$ cat src/rtl/irq_latch_pkg.sv
package irq_latch_pkg;

  typedef enum logic [1:0] {
    TRACK_LEVEL     = 2'd0,
    LATCH_EDGE_W1C  = 2'd1,
    LATCH_LEVEL_W0C = 2'd2
  } latchMode_e;

  // Strobes from the register decoder to the datapath
  typedef struct packed {
    logic maskWr;
    logic statWr;
    logic rdEn;
    logic selStat;
  } regStrobes_t;

endpackage

$ cat src/rtl/irq_line_sync.sv
module irq_line_sync #(
  parameter int NUM_LINES   = 32,
  parameter int SYNC_STAGES = 2
) (
  input  logic                 clk,
  input  logic                 rstN,
  input  logic [NUM_LINES-1:0] rawIn,
  output logic [NUM_LINES-1:0] syncOut,
  output logic [NUM_LINES-1:0] riseOut
);

  logic [NUM_LINES-1:0] stageQ [SYNC_STAGES];
  logic [NUM_LINES-1:0] prevQ;

  for (genvar s = 0; s < SYNC_STAGES; s++) begin : g_stage
    if (s == 0) begin : g_first
      always_ff @(posedge clk) begin
        if (!rstN) stageQ[s] <= '0;
        else       stageQ[s] <= rawIn;
      end
    end else begin : g_next
      always_ff @(posedge clk) begin
        if (!rstN) stageQ[s] <= '0;
        else       stageQ[s] <= stageQ[s-1];
      end
    end
  end

  assign syncOut = stageQ[SYNC_STAGES-1];

  always_ff @(posedge clk) begin
    if (!rstN) prevQ <= '0;
    else       prevQ <= syncOut;
  end

  assign riseOut = syncOut & ~prevQ;

endmodule

$ cat src/rtl/irq_reg_ctrl.sv
module irq_reg_ctrl
  import irq_latch_pkg::*;
(
  input  logic        regEn,
  input  logic        regWe,
  input  logic        regAddr,
  output regStrobes_t strobes
);

  always_comb begin
    strobes.rdEn    = regEn;
    strobes.selStat = regAddr;
    strobes.maskWr  = regEn && regWe && !regAddr;
    strobes.statWr  = regEn && regWe && regAddr;
  end

endmodule

$ cat src/rtl/irq_latch_datapath.sv
module irq_latch_datapath
  import irq_latch_pkg::*;
#(
  parameter int         NUM_LINES = 32,
  parameter latchMode_e MODE      = LATCH_EDGE_W1C
) (
  input  logic                 clk,
  input  logic                 rstN,
  input  regStrobes_t          strobes,
  input  logic [NUM_LINES-1:0] wrData,
  input  logic [NUM_LINES-1:0] syncLvl,
  input  logic [NUM_LINES-1:0] riseEvt,
  output logic [NUM_LINES-1:0] rdData,
  output logic                 irqReq
);

  logic [NUM_LINES-1:0] maskQ;
  logic [NUM_LINES-1:0] statusVal;

  always_ff @(posedge clk) begin
    if (!rstN)               maskQ <= '0;
    else if (strobes.maskWr) maskQ <= wrData;
  end

  // a write to the enable register lands on the next edge
  a_r2_mask_write: assert property (@(posedge clk) disable iff (!rstN)
    strobes.maskWr |=> maskQ == $past(wrData));

  if (MODE == TRACK_LEVEL) begin : g_level
    logic unusedRise;
    logic unusedWr;
    assign unusedRise = ^riseEvt;
    assign unusedWr   = strobes.statWr;
    assign statusVal  = syncLvl;
  end else if (MODE == LATCH_EDGE_W1C) begin : g_edge
    logic [NUM_LINES-1:0] statusQ;
    logic [NUM_LINES-1:0] clrBits;
    logic                 unusedLvl;
    assign unusedLvl = ^syncLvl;
    assign clrBits   = strobes.statWr ? wrData : '0;

    always_ff @(posedge clk) begin
      if (!rstN) statusQ <= '0;
      else       statusQ <= (statusQ & ~clrBits) | riseEvt;
    end
    assign statusVal = statusQ;

    // bits written as 1 with no concurrent edge are gone after the write
    a_r6_w1c_clears: assert property (@(posedge clk) disable iff (!rstN)
      strobes.statWr |=> (statusQ & $past(wrData & ~riseEvt)) == '0);
    // an edge always leaves its bit set, even against a clear
    a_r9_edge_wins: assert property (@(posedge clk) disable iff (!rstN)
      (riseEvt != '0) |=> (statusQ & $past(riseEvt)) == $past(riseEvt));
  end else begin : g_sticky
    logic [NUM_LINES-1:0] statusQ;
    logic [NUM_LINES-1:0] keepBits;
    logic                 unusedRise;
    assign unusedRise = ^riseEvt;
    assign keepBits   = strobes.statWr ? wrData : '1;

    always_ff @(posedge clk) begin
      if (!rstN) statusQ <= '0;
      else       statusQ <= (statusQ & keepBits) | syncLvl;
    end
    assign statusVal = statusQ;

    // without a status write no pending bit is lost
    a_r7_sticky_hold: assert property (@(posedge clk) disable iff (!rstN)
      !strobes.statWr |=> (statusQ & $past(statusQ)) == $past(statusQ));
    // bits written as 0 whose line is low are cleared
    a_r8_w0c_clears: assert property (@(posedge clk) disable iff (!rstN)
      strobes.statWr |=> (statusQ & $past(~wrData & ~syncLvl)) == '0);
  end

  always_comb begin
    if (!strobes.rdEn)        rdData = '0;
    else if (strobes.selStat) rdData = statusVal;
    else                      rdData = maskQ;
  end

  assign irqReq = |(statusVal & maskQ);

  // a request is impossible while every line is blocked
  a_r3_req_needs_enable: assert property (@(posedge clk) disable iff (!rstN)
    irqReq |-> maskQ != '0);

endmodule

$ cat src/rtl/irq_line_collector.sv
module irq_line_collector
  import irq_latch_pkg::*;
#(
  parameter int         NUM_LINES   = 32,
  parameter int         SYNC_STAGES = 2,
  parameter latchMode_e MODE        = LATCH_EDGE_W1C
) (
  input  logic                 clk,
  input  logic                 rstN,
  input  logic [NUM_LINES-1:0] irqIn,
  input  logic                 regEn,
  input  logic                 regWe,
  input  logic                 regAddr,
  input  logic [NUM_LINES-1:0] regWdata,
  output logic [NUM_LINES-1:0] regRdata,
  output logic                 irqReq
);

  logic [NUM_LINES-1:0] syncLvl;
  logic [NUM_LINES-1:0] riseEvt;
  regStrobes_t          strobes;

  irq_line_sync #(.NUM_LINES(NUM_LINES), .SYNC_STAGES(SYNC_STAGES)) u_sync (
    .clk(clk), .rstN(rstN), .rawIn(irqIn), .syncOut(syncLvl), .riseOut(riseEvt)
  );

  irq_reg_ctrl u_ctrl (
    .regEn(regEn), .regWe(regWe), .regAddr(regAddr), .strobes(strobes)
  );

  irq_latch_datapath #(.NUM_LINES(NUM_LINES), .MODE(MODE)) u_dp (
    .clk(clk), .rstN(rstN), .strobes(strobes), .wrData(regWdata),
    .syncLvl(syncLvl), .riseEvt(riseEvt), .rdData(regRdata), .irqReq(irqReq)
  );

endmodule

$ cat config.mk
export PLATFORM = sky130hd
export DESIGN_NAME = irq_line_collector
export DESIGN_NICKNAME = d
export VERILOG_FILES = /design/src/rtl/irq_latch_pkg.sv /design/src/rtl/irq_line_sync.sv /design/src/rtl/irq_reg_ctrl.sv /design/src/rtl/irq_latch_datapath.sv /design/src/rtl/irq_line_collector.sv
export SDC_FILE = /design/constraint.sdc
export NUM_CORES = 1
export LEC_CHECK = 0
export ABC_AREA = 1
export BUFFER_PORTS_ARGS = -buffer_cell sky130_fd_sc_hd__buf_2
export CAP_MARGIN = 20
export CORE_ASPECT_RATIO = 1.25
export CORE_MARGIN = 2
export CORE_UTILIZATION = 40
export DETAILED_ROUTE_END_ITERATION = 16
export PLACE_DENSITY = 0.57
export SYNTH_ARGS = -nofsm -noshare
export SYNTH_HDL_FRONTEND = slang
export SYNTH_SLANG_ARGS = --single-unit
$ cat constraint.sdc
create_clock -name clk -period 2.3 [get_ports clk]
set_input_delay 0.115 -clock clk [delete_from_list [all_inputs] [get_ports clk]]
set_output_delay 0.115 -clock clk [all_outputs]
set_load 0.05 [all_outputs]
### Word-level counts from Yosys, hierarchy flattened

Memory sizes are Yosys's and may differ from the RTL's.
Cells that the tools add are included.

| storage, ports and cells | value |
|---|---|
| memories | 1 |
| register bits | 96 |
| output and inout port bits | 33 |
| memory bits (writable) | 64 |
| bits of input ports | 69 |

| cells by class | value |
|---|---|
| reductions and logical operators | 5 |
| bitwise operators | 8 |
| mux-type cells | 7 |

Memories:

| name | depth | width | rd ports | clocked after memory_dff | wr ports | RTL line | source |
|---|---|---|---|---|---|---|---|
| u_sync.stageQ | 2 | 32 | 2 | 0 | 2 | irq_line_sync.sv:12 | `logic [NUM_LINES-1:0] stageQ [SYNC_STAGES];` |

Operators by type and width:

| kind | number |
|---|---|
| 2-to-1 mux 32 bit | 5 |
| AND 32 bit | 3 |
| inverter 32 bit | 2 |
| bitwise OR 32 bit | 1 |
| OR reduction 32 bit | 1 |
| logical AND 1 bit | 3 |
| 2-to-1 mux 1 bit | 2 |
| bitwise OR 1 bit | 2 |
| logical NOT 1 bit | 1 |

### Longest topological paths before layout

Gate-level depths: netlist of the first run.

| logic depth | value |
|---|---|
| depth after elaboration | 6 |
| mapped depth | 6 |

### Hierarchy

A second synthesis of the first run with hierarchy kept.

| unflattened totals | value |
|---|---|
| cells, all modules | 812 |
| area, all modules | 6102.1 um2 |

Modules (own cells, without submodules):

| module | times used | cells an instance | seq. area each (um2) | area an instance (um2) |
|---|---|---|---|---|
| irq_latch_datapath | 1 | 443 | 1281.2 | 3071.7 |
| irq_line_sync | 1 | 363 | 1921.8 | 3000.4 |
| irq_reg_ctrl | 1 | 6 | 0.0 | 30.0 |

### Least setup slack after synthesis of the first run

No wires, ideal clock.

| timing path | value |
|---|---|
| path type | in2out |
| from | input port regAddr |
| to | output port regRdata[10] |
| path buffers | 1 |
| arrival time | 1.137 ns |
| slack | 1.048 ns |
| cell stages on the path | 4 |
| cells stage by stage | inv_2 buf_2 nor2_1 nor2_1 |

| between the ends | value |
|---|---|
| cells in the longest elaborated chain, start to end | 2 |

RTL lines:

| element | RTL line | source |
|---|---|---|
| start: declaration | irq_line_collector.sv:13 | `input logic regAddr,` |
| 2-to-1 mux 32 bit | irq_latch_datapath.sv:77 | `else if (strobes.selStat) rdData = statusVal;` |
| 2-to-1 mux 32 bit | irq_latch_datapath.sv:76 | `if (!strobes.rdEn) rdData = '0;` |
| end: declaration | irq_line_collector.sv:15 | `output logic [NUM_LINES-1:0] regRdata,` |

Every way passes these cells.

### Final worst setup path of the first run

| timing path | value |
|---|---|
| from | register u_dp.g_edge.statusQ[23] |
| to | output port irqReq |

| between the ends | value |
|---|---|
| cells in the longest elaborated chain, start to end | 2 |

RTL lines:

| element | RTL line | source |
|---|---|---|
| start: declaration | irq_latch_datapath.sv:36 | `logic [NUM_LINES-1:0] statusQ;` |
| start signal: assignment | irq_latch_datapath.sv:44 | `else statusQ <= (statusQ & ~clrBits) \| riseEvt;` |
| AND 32 bit | irq_latch_datapath.sv:81 | `assign irqReq = \|(statusVal & maskQ);` |
| OR reduction 32 bit | irq_latch_datapath.sv:81 |  |
| end: declaration | irq_line_collector.sv:16 | `output logic irqReq` |

Every way passes these cells.

==> impl_metrics.csv, run 1 <==
group,metric,value,unit
setup_path,path_class,"flip-flop to output pin",
floorplan,dieArea,15110,µm²
clock_tree,htree_levels,4,
power_and_ir_drop,power.total,6.421,mW
sta,relSlewSlack,52.94,%
power_and_ir_drop,netSwitchingPower,1.622,mW
worst_hold_path,hp-class,"primary input to flip-flop",
setup_path,path_max_fanout,3,
cells_and_area,final_common_cell,"nand2_1",
cells_and_area,fin_nets,966,
synthesis,ys_warn_count,0,
synthesis,synth_nets,813,
route,routedWlPerCell,12.00,µm
cells_and_area,drive_gt1_share,15.71,%
power_and_ir_drop,p_leak,4.024,nW
synthesis,synthTopCellsByArea,"dfxtp_1 57%, nand2_1 12%, nor2_1 9.2%, inv_1 6.4%, o21ai_0 5.4%",
synthesis,synth_top_area_share,56.65,%
clock_tree,ctsRootBufferMaster,"clkbuf_16",
route,vias,4787,
global_routing,grt-ovfl-total,0,
synthesis,syn_area,5654,µm²
clock_tree,numCtsBuffers,17,
synthesis,ys_types,15,
place,io_buffers,101,
global_routing,grt_start_max_net_pins,64,
global_routing,grt_pass1_vias,4424,
synthesis,yosysSeqAreaShare,56.65,%
floorplan,core-area,13810,µm²
cells_and_area,layout_common_cells,"181 x nand2_1, 160 x dfxtp_1, 138 x nor2_1",
power_and_ir_drop,share_seq_of_total_power,46.1,%
power_and_ir_drop,p_int,4.799,mW
setup_path,startpoint,"u_dp.g_edge.statusQ[23]$_SDFF_PN0_",
clock_tree,clk_pin_slew_worst_paths,0.06,ns
setup_path,reg2reg_to,"u_dp.maskQ[19]$_SDFFE_PN0P_",
synthesis,synth-seq-cells,160,
sta,skew,0.005583,ns
clock_tree,cts_resized,0,
synthesis,syn_avg_cell_area,7.600,µm²
route,totalWireLength,13.02,mm
setup_path,cp.required,2.18,ns
power_and_ir_drop,p_per_area,857.9,nW/µm²
power_and_ir_drop,switching_share,25.25,%
global_routing,grt_pass1_wl,21.15,mm
sta,final_max_slew_viol_count,0,
clock_tree,cts_sinks,160,
floorplan,io_pins,102,
route,via_per_inst,4.412,
setup_path,reg2reg_from,"u_dp.maskQ[19]$_SDFFE_PN0P_",
sta,fmax,0.6113,GHz
cells_and_area,n_antenna_cell,0,
setup_path,end_kind,"output pin",
setup_path,worstPathArrival,1.52,ns
clock_tree,post_cts.repair.setup_buffers,0,
run,maxCapViolations,0,
floorplan,fp.dieW,110.3,µm
global_routing,globalRouteTotalUtil,18.20,%
sta,fin_tns_setup,0,ns
setup_path,r2r_cells,2,
route,drc,0,
power_and_ir_drop,ir_drop,0.0004303,V
sta,period_share,71.12,%
run_status,status,"completed",
setup_path,rrSetupSlack,1.63,ns
cells_and_area,area_growth,32.37,%
route,drtAntennaViolNets,0,
power_and_ir_drop,p_clk_share,44.5,%
global_routing,antenna_found_initial,0,
sta,layout_min_cycle_time,1.636,ns
clock_tree,cts_tree,"done",
sta,hold_viol,0,
power_and_ir_drop,p_comb_share,9.4,%
route,first_pass_iters,5,
synthesis,yosysTopAreaCell,"dfxtp_1",
floorplan,dieHeight,136.9,µm
synthesis,netlist_instances,744,
sta,rsz0062_at_grt,"false",
route,drt_iter0_drc,322,
sta,setup_viol,0,
floorplan,num_rows,48,
setup_path,crit_end,"irqReq",
place,place_congestion,0.7981,
sta,worst_pin_slew,0.7048,ns
clock_tree,insertion_delay,0.41,ns
place,hpwl,8.365,mm
clock_tree,cts_buffer_depth,2,
setup_path,start_kind,"flip-flop",
floorplan,initial_core_util,40.93,%
-- sequential cells by signal, summed over array words and instances (netlist names) --
name / count
u_sync.stageQ: 64
u_dp.g_edge.statusQ: 32
u_dp.maskQ: 32
u_sync.prevQ: 32
-- cell usage after synthesis (all sizes together) --
cell type and number:
inv 98, nor2 140, dfxtp 160, clkbuf 11, o21ai 96, nand3 32, buf 25, nand2 182
-- metrics by stage --
stage,utilization [%],area [µm²],setup slack (ns),instances,hold slack (ns)
after detailed placement,45.14,6236,0.6642,989,0.2990
after CTS,54.18,7485,0.6581,1085,0.1636
after global routing,54.18,7485,0.5044,1085,0.1952
after floorplan,-,5654,1.048,744,0.2126
final,54.18,7485,0.6642,1085,0.1598
after global placement,45.14,6236,0.7037,989,0.2944
-- how the worst min path moves through the flow --
stage	slack, ns	cells past startpoint	endpoint	startpoint
after floorplan	0.21	2	u_sync.stageQ[0][0]$_SDFF_PN0_	irqIn[0]
after global placement	0.29	3	u_sync.stageQ[0][25]$_SDFF_PN0_	irqIn[25]
after detailed placement	0.30	3	u_sync.stageQ[0][4]$_SDFF_PN0_	irqIn[4]
after CTS	0.16	3	u_sync.stageQ[1][31]$_SDFF_PN0_	rstN
after global routing	0.20	3	u_sync.stageQ[1][31]$_SDFF_PN0_	rstN
final	0.16	3	u_sync.stageQ[0][17]$_SDFF_PN0_	rstN
-- cell families after synthesis --
family                 after synthesis  share of synthesized area (%)
buffers and inverters              134                          10.18
AOI/OAI and AO/OA                   96                          8.497
DFF                                160                          56.65
and+or+nand+nor                    354                          24.67
-- critical path, cell delays in order, from the launching register on --
cell and delay (ns):
dfxtp_1 0.33, nand2_1 0.08, nand2_1 0.10, nor2_1 0.15
nand2_1 0.06, nor2_1 0.08, nand2_1 0.09, buf_2 0.22
-- area by class of cell --
class | instances | area, µm²
clock buffer | 18 | 439.2
inverter | 98 | 367.9
sequential | 160 | 3203
tap | 175 | 219.0
multi-input combinational | 450 | 1876
clock inverter | 14 | 168.9
fill | 1341 | 6329
timing repair buffer | 170 | 1211
-- per-layer routing --
layer	vias to the layer above	GRT usage, %	share of wire, %	wire (µm)
met5	-	0	0	0
met4	0	7.153	2.2	280
met3	19	4.238	4.1	531
met2	118	29.35	47	6071
met1	2083	23.46	47	6135
li1	2567	-	-	-
-- timing repair --
action | in CTS | in global routing
endpoints found under the hold margin | 89 | 0
hold buffers | 64 | 0
setup endpoints to repair | 0 | 0
-- power groups by stage --
stage	clock (mW)	sequential, mW	combinational, mW
2_1_floorplan	0	3.00	0.366
3_5_place_dp	0	3.02	0.524
6_report	2.85	2.96	0.606
5_1_grt	3.04	2.97	0.671
4_1_cts	2.92	2.96	0.609
3_3_place_gp	0	3.02	0.516
Power figures use the tool's default switching activity.
==> run 2: changes to the inputs <==
ABC_AREA = 0   (was 1)
PLACE_DENSITY = 0.6   (was 0.57)
clock period = 1.5 ns   (was 2.3 ns; I/O delays follow)
==> run 2 against run 1 <==
Clock skew up 0.0030 ns. Non-clock buffer count grew 17. Wire length is 0.40% higher. The flow now finishes with violations (negative setup slack). Sequential cell count did not move. Critical path depth shrank 3. Critical path type unchanged. Clock power rose by 57%. Global-route usage decreased by 0.94 points. Worst setup slack got worse by 1.0 ns. Synthesized area is 3.4% higher. Critical endpoint unchanged. Largest power group unchanged.
==> impl_metrics.csv, run 2 <==
group,metric,value,unit
run_status,status,"finished with violations",
run_status,violations,"negative setup slack",
floorplan,num_rows,49,
global_routing,grt_start_max_net_pins,87,
route,drt_iter0_drc,232,
cells_and_area,fillers,1330,
place,io_buffers,101,
floorplan,dieArea,15610,µm²
route,first_pass_iters,4,
synthesis,netlist_instances,570,
sta,period_share,125.1,%
route,drtAntennaViolNets,0,
power_and_ir_drop,ir_drop,0.0007219,V
synthesis,yosysMostFrequentCell,"dfxtp_1",
route,drc,0,
sta,layout_min_cycle_time,1.876,ns
synthesis,ys.flop_type,"dfxtp_1",
route,vias,4362,
power_and_ir_drop,share_seq_of_total_power,45.8,%
sta,rsz0062_at_grt,"true",
synthesis,ys_types,17,
route,totalWireLength,13.07,mm
clock_tree,ctsRootBufferMaster,"clkbuf_16",
setup_path,crit_chain,"a22oi_2, nand4_1, or4_4, buf_6",
clock_tree,insertion_delay,0.42,ns
clock_tree,clk_pin_slew_worst_paths,0.06,ns
power_and_ir_drop,p_leak,3.416,nW
run,maxCapViolations,0,
power_and_ir_drop,p_int,7.701,mW
route,routedWlPerCell,14.01,µm
synthesis,synth-seq-cells,160,
sta,final_max_slew_viol_count,0,
setup_path,path_class,"flip-flop to output pin",
setup_path,worstPathArrival,1.80,ns
sta,setup_viol,1,
clock_tree,cts_buffer_depth,2,
setup_path,start_kind,"flip-flop",
synthesis,syn_area,5848,µm²
synthesis,synth_nets,639,
setup_path,crit_slowest_cell,"or4_4",
cells_and_area,fin_nets,811,
sta,fmax,0.5329,GHz
floorplan,initial_core_util,40.76,%
setup_path,max_stage_delay,0.56,ns
clock_tree,cts_tree,"done",
power_and_ir_drop,netSwitchingPower,2.143,mW
cells_and_area,layout_common_cells,"160 x dfxtp_1, 96 x and2_1, 93 x buf_2",
synthesis,ys_warn_count,0,
clock_tree,htree_levels,4,
sta,fin_ws,-0.3764,ns
global_routing,antenna_found_initial,0,
sta,worst_pin_slew,0.4306,ns
clock_tree,cts_sinks,160,
power_and_ir_drop,p_comb_share,8.8,%
sta,hold_ws,0.1497,ns
synthesis,yosysTopAreaCell,"dfxtp_1",
setup_path,path_max_fanout,3,
cells_and_area,regMostFlops,"u_sync.stageQ",
global_routing,grt-ovfl-total,0,
clock_tree,numCtsBuffers,17,
sta,relSlewSlack,71.29,%
synthesis,synthArstFlopShare,0,%
cells_and_area,largest_reg_flops,64,
place,hpwl,8.891,mm
cells_and_area,n_antenna_cell,0,
route,via_per_inst,4.675,
floorplan,fp.dieW,112.2,µm
cells_and_area,utilization,55.42,%
power_and_ir_drop,p_per_area,1238,nW/µm²
sta,hold_viol,0,
worst_hold_path,hp-class,"primary input to flip-flop",
synthesis,syn_avg_cell_area,10.26,µm²
place,place_congestion,0.7796,
power_and_ir_drop,p_clk_share,45.4,%
global_routing,grt_pass1_wl,21.04,mm
clock_tree,post_cts.repair.setup_buffers,0,
synthesis,yosysSeqAreaShare,54.77,%
setup_path,cp.required,1.42,ns
cells_and_area,area_growth,35.94,%
synthesis,synth_top_area_share,54.77,%
global_routing,globalRouteTotalUtil,17.26,%
cells_and_area,drive_gt1_share,21.46,%
global_routing,grt_pass1_vias,4163,
setup_path,end_kind,"output pin",
floorplan,dieHeight,139.2,µm
floorplan,core-area,14350,µm²
synthesis,synth_common_cells,"160 x dfxtp_1, 96 x and2_1, 64 x a21boi_1, 64 x nand2_1, 64 x nor2b_1",
cells_and_area,final_common_cell,"dfxtp_1",
power_and_ir_drop,switching_share,21.77,%
floorplan,io_pins,102,
synthesis,synth_edf_count,0,
sta,skew,0.008599,ns
synthesis,synthTopCellsByArea,"dfxtp_1 55%, and2_1 10%, a21boi_1 8.2%, nor2b_1 6.8%, mux2i_1 5.5%",
-- run 2: cell types whose count changed after synthesis, sizes merged, moves of 32 or more --
| cell | delta |
|---|---|
| and2 | +96 |
| o21a | +32 |
| a21boi | +64 |
| nand3 | -32 |
| o21ai | -96 |
| nor2 | -140 |
| nand2 | -118 |
| inv | -98 |
| mux2i | +32 |
| nor2b | +64 |
-- run 2: repair_timing --
item	CTS	global route
hold buffers	64	0
endpoints found under the hold margin	80	0
resized for setup	8	11
endpoints found under the setup margin	2	6
pin swaps	1	0
-- run 2: final cells by class --
class / count / area [µm²] / share of cell area [%]
multi-input combinational: 376 / 2509 / 31.55
timing repair buffer: 187 / 1401 / 17.63
clock inverter: 10 / 160.2 / 2.014
tap: 178 / 222.7 / 2.801
sequential: 160 / 3203 / 40.29
clock buffer: 22 / 454.2 / 5.713
-- run 2: worst paths after layout --
check	startpoint	end	slack, ns	cells past startpoint
max	u_dp.g_edge.statusQ[26]$_SDFF_PN0_	irqReq	-0.38	4
min	rstN	u_dp.g_edge.statusQ[3]$_SDFF_PN0_	0.15	3
max reg2reg	u_dp.g_edge.statusQ[24]$_SDFF_PN0_	u_dp.g_edge.statusQ[24]$_SDFF_PN0_	0.64	3
min reg2reg	u_sync.stageQ[0][19]$_SDFF_PN0_	u_sync.stageQ[1][19]$_SDFF_PN0_	0.43	1
-- run 2: cells by family (layout without fill, tap and decap cells) --
family / count (synthesis) / in the layout / synth area share, %
AOI/OAI and AO/OA: 112 / 112 / 14.38
buffers and inverters: 34 / 219 / 3.124
DFF: 160 / 160 / 54.77
muxes: 32 / 32 / 5.477
and+or+nand+nor: 232 / 232 / 22.25
-- run 2: stage by stage --
step / TNS (ns) / instances / setup WS (ns) / power (mW) / cell area, µm²
2_1_floorplan: 0 / 570 / 0.09085 / 5.045 / 5848
5_1_grt: -0.4390 / 933 / -0.4390 / 10.24 / 7950
3_5_place_dp: -0.04602 / 837 / -0.04602 / 5.328 / 6624
3_3_place_gp: -0.05573 / 837 / -0.05573 / 5.314 / 6624
4_1_cts: -0.4091 / 933 / -0.4091 / 9.930 / 7911
6_report: -0.3764 / 933 / -0.3764 / 9.845 / 7950
-- run 2: critical path: cells and delay by family (launching register included) --
family / cells / cell delay (ns)
AO/OA/AOI/OAI: 1 / 0.19
buffers and inverters: 1 / 0.17
flip-flops: 1 / 0.33
AND/OR/NAND/NOR: 2 / 0.69
-- run 2: per-layer routing --
layer	track usage, %	wire length [µm]	vias up
met5	0	0	-
met1	21.83	6032	2016
met2	27.14	6174	96
met3	4.589	508	24
met4	8.729	355	0
li1	-	-	2226
-- run 2: power groups by stage --
stage,Sequential [mW],Combinational [mW],Clock [mW]
finish,4.51,0.862,4.47
global route,4.53,0.938,4.77
CTS,4.51,0.869,4.55
detailed placement,4.60,0.728,0
global placement,4.59,0.722,0
floorplan,4.57,0.471,0
==> run 3: changes to the inputs <==
--- a/config.mk
+++ b/config.mk
@@ -7,5 +7,5 @@
 export LEC_CHECK = 0
 export ABC_AREA = 0
-export BUFFER_PORTS_ARGS = -buffer_cell sky130_fd_sc_hd__buf_2
+export BUFFER_PORTS_ARGS = -buffer_cell sky130_fd_sc_hd__clkbuf_2
 export CAP_MARGIN = 20
 export CORE_ASPECT_RATIO = 1.25
@@ -13,5 +13,5 @@
 export CORE_UTILIZATION = 40
 export DETAILED_ROUTE_END_ITERATION = 16
-export PLACE_DENSITY = 0.6
+export PLACE_DENSITY = 0.57
 export SYNTH_ARGS = -nofsm -noshare
 export SYNTH_HDL_FRONTEND = slang
==> constraint.sdc (replaced) <==
create_clock -name clk -period 2.15 [get_ports clk]
set_input_delay 0.1075 -clock clk [delete_from_list [all_inputs] [get_ports clk]]
set_output_delay 0.1075 -clock clk [all_outputs]
set_load 0.005 [all_outputs]
==> run 3 against run 2 <==
Sequential share of layout area up 1.3 points. Sequential cell count unchanged. Wire length up 0.33%. Critical endpoint unchanged. The run now ends clean. Clock skew down 0.0041 ns. First-iteration DRC count down 17%.
==> impl_metrics.csv, run 3 (synthesized netlist as in run 2, its figures left out) <==
group,metric,value,unit
run_status,status,"completed",
worst_hold_path,holdPathEnd,"u_dp.g_edge.statusQ[8]$_SDFF_PN0_",
global_routing,busiest_layer,"met2",
power_and_ir_drop,ir_drop,0.0005530,V
setup_path,path_max_fanout,3,
cells_and_area,largest_reg_flops,64,
floorplan,io_pins,102,
place,hpwl,8.798,mm
floorplan,fp.dieW,112.2,µm
floorplan,initial_core_util,40.76,%
sta,relSlewSlack,68.28,%
clock_tree,cts_resized,0,
sta,rsz0062_at_grt,"false",
setup_path,worstPathArrival,1.82,ns
setup_path,cp.required,2.04,ns
cells_and_area,n_antenna_cell,0,
sta,worst_pin_slew,0.4757,ns
route,drc,0,
clock_tree,cts_sinks,160,
floorplan,num_rows,49,
clock_tree,cts_tree,"done",
run,maxCapViolations,0,
setup_path,crit_slowest_cell,"or4_1",
place,place_congestion,0.7541,
power_and_ir_drop,p_leak,3.289,nW
sta,hold_viol,0,
route,totalWireLength,13.11,mm
cells_and_area,drive_gt1_share,18.81,%
cells_and_area,fillers,1313,
global_routing,grt_pass1_wl,20.92,mm
place,io_buffers,101,
floorplan,dieHeight,139.2,µm
place,dpl_cell_area,6466,µm²
cells_and_area,fin_nets,795,
setup_path,crit_chain,"a22oi_1, nand4_1, or4_1, clkbuf_2",
global_routing,grt_start_max_net_pins,67,
worst_hold_path,hp-class,"primary input to flip-flop",
clock_tree,clk_pin_slew_worst_paths,0.06,ns
global_routing,grt-ovfl-total,0,
route,drtAntennaViolNets,0,
setup_path,reg2reg_to,"u_dp.g_edge.statusQ[10]$_SDFF_PN0_",
setup_path,reg2reg_from,"u_dp.g_edge.statusQ[10]$_SDFF_PN0_",
global_routing,grtUsageMet3,4.458,%
sta,fmax,0.5196,GHz
global_routing,antenna_found_initial,0,
setup_path,max_stage_delay,0.52,ns
cells_and_area,final_common_cell,"dfxtp_1",
power_and_ir_drop,p_per_area,859.5,nW/µm²
floorplan,dieArea,15610,µm²
setup_path,path_class,"flip-flop to output pin",
route,routedWlPerCell,14.30,µm
sta,layout_min_cycle_time,1.924,ns
cells_and_area,regMostFlops,"u_sync.stageQ",
route,via_per_inst,4.686,
cells_and_area,fin_area,7705,µm²
sta,setup_viol,0,
worst_hold_path,hp-start,"rstN",
sta,skew,0.004520,ns
setup_path,start_kind,"flip-flop",
global_routing,globalRouteTotalUtil,17.37,%
route,first_pass_iters,4,
worst_hold_path,min_path_cells,2,
setup_path,r2r_cells,2,
global_routing,grt_use_met2,30.22,%
floorplan,core-area,14350,µm²
clock_tree,htree_levels,4,
clock_tree,insertion_delay,0.42,ns
clock_tree,ctsRootBufferMaster,"clkbuf_16",
global_routing,grt_pass1_vias,4204,
global_routing,grtUsageMet1,20.49,%
cells_and_area,area_growth,31.75,%
setup_path,end_kind,"output pin",
sta,period_share,89.51,%
cells_and_area,layout_common_cells,"160 x dfxtp_1, 100 x clkbuf_2, 96 x and2_1",
sta,final_max_slew_viol_count,0,
route,drt_iter0_drc,193,
clock_tree,numCtsBuffers,17,
setup_path,rrSetupSlack,1.39,ns
sta,fin_tns_setup,0,ns
route,vias,4297,
clock_tree,cts_buffer_depth,2,
## run 3: metal layers
metal  share of wire, %  wire length [µm]
met1                 45              5872
met2                 50              6512
met3                3.9               506
met4                1.7               221
met5                  0                 0
## run 3: layout make-up
class / instances / area (µm²) / share of cell area (%)
repair buffers: 171 / 1219 / 15.82
clock inverters: 13 / 155.1 / 2.014
flip-flops and latches: 160 / 3203 / 41.57
clock buffers: 19 / 442.9 / 5.749
well taps: 178 / 222.7 / 2.891
multi-input cells: 376 / 2462 / 31.96
## run 3: worst max-delay path: cells and delay by family, from the launching register on
kind            cells  cell delay, ns
flops               1            0.33
buf+inv             1            0.14
compound gates      1            0.28
simple gates        2            0.65
## run 3: what timing repair did
action,CTS,global route
buffers inserted,0,0
endpoints found under the hold margin,64,0
hold buffers,64,0
## run 3: how the worst max path moves through the flow
stage                                  startpoint     end  slack [ns]  cells past startpoint
6_report              u_dp.maskQ[29]$_SDFFE_PN0P_  irqReq        0.23                      4
5_1_grt        u_dp.g_edge.statusQ[16]$_SDFF_PN0_  irqReq        0.09                      4
4_1_cts        u_dp.g_edge.statusQ[30]$_SDFF_PN0_  irqReq        0.18                      4
3_5_place_dp   u_dp.g_edge.statusQ[30]$_SDFF_PN0_  irqReq        0.64                      4
3_3_place_gp   u_dp.g_edge.statusQ[30]$_SDFF_PN0_  irqReq        0.66                      4
2_1_floorplan  u_dp.g_edge.statusQ[23]$_SDFF_PN0_  irqReq        0.95                      3
## run 3: where the power goes
group	leakage, nW	total (mW)	switching, mW	internal [mW]
clock	0.282	2.98	1.22	1.76
combinational	1.69	0.497	0.215	0.282
sequential	1.31	3.15	0.0576	3.09
## run 3: stage by stage
step / setup WS [ns] / utilization (%) / instances / hold WS (ns) / power (mW)
after floorplan: 0.9546 / - / 570 / 0.2348 / 3.452
after global placement: 0.6618 / 45.07 / 821 / 0.3144 / 3.615
after detailed placement: 0.6442 / 45.07 / 821 / 0.3167 / 3.624
after CTS: 0.1805 / 53.71 / 917 / 0.1471 / 6.716
after global routing: 0.08763 / 53.71 / 917 / 0.1901 / 6.884
final: 0.2255 / 53.71 / 917 / 0.1629 / 6.622
